<file path="src/rtl/mdio_c45_master.sv">
module mdio_c45_master #(
  parameter int CLK_DIV = 4
) (
  input  logic        clk,
  input  logic        rst_n,
  input  logic        bus_we,
  input  logic [3:0]  bus_addr,
  input  logic [31:0] bus_wdata,
  output logic [31:0] bus_rdata,
  output logic        mdc,
  output logic        mdio_o,
  output logic        mdio_oe,
  input  logic        mdio_i
);
  localparam int DW = (CLK_DIV > 1) ? $clog2(CLK_DIV) : 1;
  localparam logic [3:0] CMD_OFS = 4'h0;
  localparam logic [3:0] RADDR_OFS = 4'h8;
  localparam logic [5:0] LAST_BIT = 6'd63;
  localparam logic [5:0] TA1_BIT = 6'd46;
  localparam logic [5:0] TA2_BIT = 6'd47;
  localparam logic [5:0] DATA_BIT = 6'd48;

  logic          busy_q, rvalid_q, second_q, mdc_q, ta_ok_q, is_rd_q;
  logic [15:0]   raddr_q, data_q, rd_sh_q, wdat_q;
  logic [4:0]    prt_q, dev_q;
  logic [5:0]    bit_q;
  logic [63:0]   sh_q;
  logic [DW-1:0] div_q;

  function automatic logic [63:0] mk_frame(input logic [1:0] opc, input logic [4:0] p,
                                           input logic [4:0] d, input logic [15:0] v);
    return {32'hFFFF_FFFF, 2'b00, opc, p, d, 2'b10, v};
  endfunction

  wire [2:0] op_f  = bus_wdata[28:26];
  wire start = bus_we && bus_addr == CMD_OFS && !busy_q && (op_f == 3'd5 || op_f == 3'd7);
  wire tick  = busy_q && div_q == DW'(CLK_DIV - 1);
  wire rise  = tick && !mdc_q;
  wire fall  = tick && mdc_q;
  wire rd_released = second_q && is_rd_q && bit_q >= TA1_BIT;

  logic unused_bits;
  assign unused_bits = ^bus_wdata[31:29];

  always_ff @(posedge clk or negedge rst_n) begin
    if (!rst_n) begin
      busy_q <= 1'b0; rvalid_q <= 1'b0; second_q <= 1'b0; mdc_q <= 1'b0;
      ta_ok_q <= 1'b0; is_rd_q <= 1'b0;
      raddr_q <= '0; data_q <= '0; rd_sh_q <= '0; wdat_q <= '0;
      prt_q <= '0; dev_q <= '0; bit_q <= '0; sh_q <= '0; div_q <= '0;
    end else begin
      if (bus_we && bus_addr == RADDR_OFS)
        raddr_q <= bus_wdata[15:0];
      if (start) begin
        busy_q   <= 1'b1;
        rvalid_q <= 1'b0;
        second_q <= 1'b0;
        ta_ok_q  <= 1'b0;
        mdc_q    <= 1'b0;
        div_q    <= '0;
        bit_q    <= '0;
        prt_q    <= bus_wdata[20:16];
        dev_q    <= bus_wdata[25:21];
        wdat_q   <= bus_wdata[15:0];
        is_rd_q  <= op_f == 3'd7;
        sh_q     <= mk_frame(2'b00, bus_wdata[20:16], bus_wdata[25:21], raddr_q);
      end else if (busy_q) begin
        if (tick) begin
          div_q <= '0;
          mdc_q <= ~mdc_q;
        end else begin
          div_q <= div_q + 1'b1;
        end
        if (rise && second_q && is_rd_q) begin
          if (bit_q == TA2_BIT) ta_ok_q <= ~mdio_i;
          if (bit_q >= DATA_BIT) rd_sh_q <= {rd_sh_q[14:0], mdio_i};
        end
        if (fall) begin
          if (bit_q == LAST_BIT) begin
            bit_q <= '0;
            if (!second_q) begin
              second_q <= 1'b1;
              sh_q <= mk_frame(is_rd_q ? 2'b11 : 2'b01, prt_q, dev_q, wdat_q);
            end else begin
              busy_q <= 1'b0;
              if (is_rd_q) begin
                rvalid_q <= ta_ok_q;
                data_q   <= ta_ok_q ? rd_sh_q : 16'hFFFF;
              end
            end
          end else begin
            bit_q <= bit_q + 1'b1;
            sh_q  <= {sh_q[62:0], 1'b1};
          end
        end
      end
    end
  end

  assign mdc     = mdc_q;
  assign mdio_o  = sh_q[63];
  assign mdio_oe = busy_q && !rd_released;
  assign bus_rdata = (bus_addr == RADDR_OFS) ? {16'h0, raddr_q} :
                     (bus_addr == CMD_OFS)   ? {1'b0, busy_q, rvalid_q, 13'h0, data_q} :
                     32'h0;
endmodule


</file>
<file path="config.mk">
export PLATFORM = sky130hd
export DESIGN_NAME = mdio_c45_master
export DESIGN_NICKNAME = d
export VERILOG_FILES = /design/src/rtl/mdio_c45_master.sv
export SDC_FILE = /design/constraint.sdc
export NUM_CORES = 1
export LEC_CHECK = 0
export BUFFER_PORTS_ARGS = -buffer_cell sky130_fd_sc_hd__buf_2
export CORE_MARGIN = 2
export CORE_UTILIZATION = 25
export DETAILED_ROUTE_END_ITERATION = 6
export GPL_TIMING_DRIVEN = 0
export SKIP_LAST_GASP = 1
export SYNTH_ARGS = -nofsm -noshare
export SYNTH_HDL_FRONTEND = slang
export SYNTH_SLANG_ARGS = --single-unit
</file>
<file path="constraint.sdc">
create_clock -name clk -period 2.45 [get_ports clk]
set_input_delay 0.245 -clock clk [delete_from_list [all_inputs] [get_ports clk]]
set_output_delay 0.245 -clock clk [all_outputs]
set_load 0.005 [all_outputs]
</file>
======== Word-level counts from Yosys, hierarchy flattened ========
Cells that the tools add are included.
word-level totals
  output and inout port bits .............. 35
  bits in registers ....................... 152
  logic and storage cells ................. 100
cells by class
  $add $sub $neg .......................... 2
  equal/unequal tests ..................... 7
  magnitude comparators ................... 2
  reduce and logical (&&, ||, !) cells .... 33
  bitwise logic cells ..................... 3
  mux-type cells .......................... 38
operators by type and width
  kind                                                       count
  two-way mux 64 bit                                         5
  two-way mux 31 bit                                         2
  two-way mux 6 bit                                          4
  two-way mux 1 bit                                          22
  two-way mux 16 bit                                         1
  nonzero test 2 bit                                         8
  equality test 6 bit (second input constant)                2
  greater-or-equal comparator 6 bit (second input constant)  2
  logical AND 1 bit                                          12
  AND reduction 3 bit                                        3
  two-way mux 2 bit                                          4
  adder 6 x 1 -> 6 bit (second input constant)               1
  equality test 3 bit (second input constant)                2
  AND reduction 6 bit                                        1
  AND reduction 5 bit                                        1
  equality test 4 bit (second input constant)                1
  logical NOT 4 bit                                          1
  AND reduction 2 bit                                        2
  AND reduction 4 bit                                        1
  logical NOT 1 bit                                          3
  != test 3 bit (second input constant)                      1
  NOT 1 bit                                                  3
  adder 2 x 1 -> 2 bit (second input constant)               1
  equality test 2 bit (second input constant)                1
  logical OR 1 bit                                           1

======== Logic depth before layout (Yosys ltp) ========
  depth after elaboration ................. 8
  gate-level depth with buffers ........... 8
  depth with buffers taken out ............ 5

======== Least setup slack after synthesis ========
No wires, ideal clock.
  path kind ............................... flip-flop to flip-flop
  from .................................... register bit_q[0]
  to ...................................... register sh_q[20]
  period minus slack after synthesis ...... 1.878 ns
  setup time .............................. 0.138 ns
  data arrival time ....................... 1.739 ns
  data required time ...................... 2.312 ns
  path slack .............................. 0.572 ns
  cell stages (with the launch flop) ...... 9
  buffers on the path ..................... 3
  cells stage by stage .................... dfrtp_1 ha_1 and4_1 buf_4 a31o_2 buf_4 nand2_4 buf_2 o221ai_1
on the way
  word-level cells in the longest chain between the ends .. 5
  elaborated cells between the ends (all ways) .. 7
RTL lines
  what                     RTL line  source
  from (decl)              26        logic [5:0] bit_q;
  from (signal assigned)   92        bit_q <= bit_q + 1'b1;
  equality test 6 bit (*)  79        if (bit_q == LAST_BIT) begin
  two-way mux 64 bit       79
  two-way mux 64 bit       78        if (fall) begin
  two-way mux 64 bit       67        end else if (busy_q) begin
  two-way mux 64 bit       54        if (start) begin
  to (signal assigned)     66        sh_q <= mk_frame(2'b00, bus_wdata[20:16], bus_wdata[25:21], raddr_q);
  to (signal assigned)     83        sh_q <= mk_frame(is_rd_q ? 2'b11 : 2'b01, prt_q, dev_q, wdat_q);
  to (signal assigned)     93        sh_q <= {sh_q[62:0], 1'b1};
  to (decl)                27        logic [63:0] sh_q;
Every way passes the cells marked *; elsewhere a longest branch is shown, timed or not. The select of a mux whose other input is x is not followed.
A chain may end at the register's enable or synchronous reset.

======== Worst setup path after layout ========
  from .................................... register bit_q[4]
  to ...................................... output port mdio_oe
on the way
  word-level cells in the longest chain between the ends .. 4
RTL lines
  what                               RTL line  source
  greater-or-equal comparator 6 bit  40        wire rd_released = second_q && is_rd_q && bit_q >= TA1_BIT;
  logical AND 1 bit                  40
  logical NOT 1 bit                  102       assign mdio_oe = busy_q && !rd_released;
  logical AND 1 bit                  102
  to (decl)                          12        output logic mdio_oe,
Every way passes these cells.

==> summary.md <==
The flow ran to the end, and the final reports show no timing, DRC or antenna violations. The count of input and output buffers was 57; the final-report max-slew violation count was 0. Worst-path cell with the longest stage delay: dfrtp_1.

Yosys mapped a number of flops with a built-in enable equal to 0. After floorplanning, the core was sized to cover 0.02763 mm^2. The final sum of negative setup slack was 0 ps; the via count was 5230. The cell area after layout is 0.008402 mm^2, and the worst endpoint data arrival time is 2110 ps. The logs give 424.6 MHz for the upper clock frequency limit and 28330 um for the first-pass GRT wire length. The initial antenna violation count is 0. The capturing element type of the critical path is an output port.

Using the TritonRoute via totals, the vias-per-cell ratio works out to 4.462. The count of nets left with antenna violations once routing finished came out at 0. The post-synthesis area per instance was 10.09 um^2. In the layout the commonest cells are 152 x dfrtp_1, 120 x nand2_1, 82 x a21oi_1.

The ratio of cells with drive above 1 in the final layout is 22.80%, and the proportion of synthesized flip-flops having asynchronous set or reset is 100.0%. For the pin with the worst max-slew slack, the measured transition is 763.7 ps. The analysis attributes to cell leakage a power of 0.004012 uW. The routed length per placed instance is 14.87 um.

Synthesis produced 690 cells. The tools report the via count of the first global-routing pass as 5255. For this run, the share of the core covered by cells in the final layout is 30.41%. For this block, the routed nets add up to 17430 um of wire. Entering global routing, the biggest net connects 80 pins. Most common cell after layout, fill and taps aside: dfrtp_1. STA puts the critical path data required time at 2200 ps. Measured against its own limit, the worst slew margin works out to 49.08%. The sequential cells in the finished layout cover a total of 0.003804 mm^2. The post-route clock period utilization is 96.13%, and the number of detailed-routing iterations run before antenna repair is 5.

Delay of the slowest cell on the worst path: 460 ps. Setup repair after global routing left no endpoint under its margin. The hold violation count in the final report was 0; the number of placed instances, taps included was 1139.

The kind of cell with the highest combined delay on the critical path was buffers and inverters. Global routing finished with a remaining overflow of 0. The worst path needs 2355 ps of the cycle, external delays included. TritonCTS built the clock tree. For this block, the initial DRC count from the detailed router was 314.

Once the floorplan was initialized, standard cells occupied 25.20% of the core. Detailed placement ended at an HPWL of 12250 um. The number of levels in the clock H-tree is 4. Traced cell by cell, the critical path runs through clkbuf_2 > buf_1 > o2111ai_1 > and2_1 > buf_2. The tools report the power consumption as 8188 uW.

Root cell of the clock tree: clkbuf_16. Along the worst path, the maximum fanout reaches 10. Summing every instance area after synthesis gives 0.006962 mm^2. After detailed routing, the number of remaining DRC violations is 0.

In this run, distinct cell masters in the synthesized netlist total 51. The clock-pin slew on the worst setup and hold paths is 60 ps, and the clock sink total is 152. Leaving out filler cells and counting taps, the final layout contains 1172. The worst clock skew is 8.429 ps. The floorplan step set the die width to 170.9 um. The power density over cell area is 974.5 mW/mm^2.

The worst hold path class is in2reg. The floorplan has 61 rows. The element type at the critical path start was a flop. Routability-driven placement finished with a final weighted congestion of 0.8018. The area of the die was 0.02920 mm^2.

The worst-case IR drop observed on VDD is 0.5435 mV. In this run the cell area measured after placement is 0.007802 mm^2. The number of buffers added by the clock tree synthesis step was 17.

The number of antenna cells inserted is 0, and the number of warnings reported in the yosys synthesis log is 0. In the synthesized netlist the dominant register cell turns out to be dfrtp_1. In the final layout, the multi-input gates occupy 0.002619 mm^2. The layout overhead on the synthesized area came out at 20.69%.

The number of storage elements in the synthesis netlist is 152, and the layout net count is 824. The number of buffers and inverters on the critical path is 3. Sequential cells were found to cover 54.64% of the synthesized design area. For the final-report setup violation count, the log shows 0. The die boundary height is 170.9 um.

The max-capacitance violation count is 0, and the number of top-level pins is 75. The total routing usage reported by global routing was 12.42%; the number of filler instances in the final layout was 2891. The critical path class was reg2out. Counting along the longest clock path gives a buffer depth of 2. Clock latency reported for the late side of the worst-skew pair: 430 ps.
[through the flow]
stage | hold WS, ps | setup slack (ps)
2_1_floorplan | -50.59 | 572.5
3_5_place_dp | 351.5 | 249.4
6_report | 21.03 | 94.88
4_1_cts | 12.33 | 104.1
5_1_grt | 30.06 | 2.989
3_3_place_gp | 456.7 | -1246
[tightest hold or removal path: cells and delay by family]
family        cells  cell delay [ps]
simple gates      2               80
buf+inv           1               90
[what timing repair did]
item	4_1_cts	5_1_grt
gates resized for setup	1	0
hold endpoints to repair	78	0
setup endpoints to repair	1	0
setup buffers	0	0
hold buffers	1	0
[cell usage after synthesis, types with 14 or more instances]
cell / instances / area, um^2
nor4_1: 32 / 200.2
dfrtp_1: 152 / 3804
a21oi_1: 82 / 410.4
clkbuf_1: 24 / 90.09
nor2b_1: 17 / 106.4
mux2_2: 32 / 360.4
o21ai_2: 14 / 122.6
o221ai_1: 25 / 219.0
buf_4: 21 / 157.7
buf_2: 14 / 70.07
inv_1: 58 / 217.7
a22o_1: 16 / 140.1
nand2_1: 120 / 450.4
[cells by family (layout without fill, tap and decap cells)]
| logic type | count (synthesis) | after routing | synth area share (%) |
|---|---|---|---|
| AO/OA/AOI/OAI | 159 | 159 | 15.04 |
| XOR/XNOR | 2 | 2 | 0.2517 |
| flip-flops | 152 | 152 | 54.64 |
| adder cells (fa/ha/maj) | 3 | 3 | 0.5392 |
| AND/OR/NAND/NOR | 214 | 214 | 15.13 |
| other | 1 | 14 | 0.05387 |
| buffers and inverters | 122 | 213 | 8.447 |
| multiplexers | 37 | 37 | 5.895 |
[final cells by class]
class,count,share of cell area [%]
Inverter,58,2.591
Timing Repair Buffer,59,3.917
Sequential cell,152,45.27
Multi-Input combinational cell,429,31.17
Clock buffer,21,5.242
Buffer,64,4.423
Clock inverter,11,1.757
Tap cell,378,5.629
[final timing paths]
kind                                   start        end  slack, ps  cells past startpoint
worst min register to register     wdat_q[9]  wdat_q[9]        480                      2
worst max register to register      bit_q[0]     busy_q        170                      6
worst max-delay path                bit_q[4]    mdio_oe         90                      5
min in group asynchronous              rst_n   sh_q[40]        430                      2
max in group asynchronous              rst_n  wdat_q[4]       1180                      3
worst min-delay path            bus_wdata[4]  wdat_q[4]         20                      3
[registers in the layout, indices dropped and copies added (netlist names), 2 cells and up]
| register | cells |
|---|---|
| div_q | 2 |
| bit_q | 6 |
| sh_q | 64 |
| wdat_q | 16 |
| dev_q | 5 |
| prt_q | 5 |
| rd_sh_q | 16 |
| raddr_q | 16 |
| data_q | 16 |
[metal layers]
metal  share of wire (%)  global-route usage [%]
met1                  50                   17.34
met3                 3.8                   2.336
met2                  45                   18.99
met5                   0                       0
met4                 1.7                   4.937
[report_power, final]
part / switching, uW / internal [uW] / total (uW)
registers: 452 / 3230 / 3680
clock network: 1050 / 1600 / 2660
logic: 1060 / 791 / 1850
No activity file was read; power rests on OpenSTA's default activity.
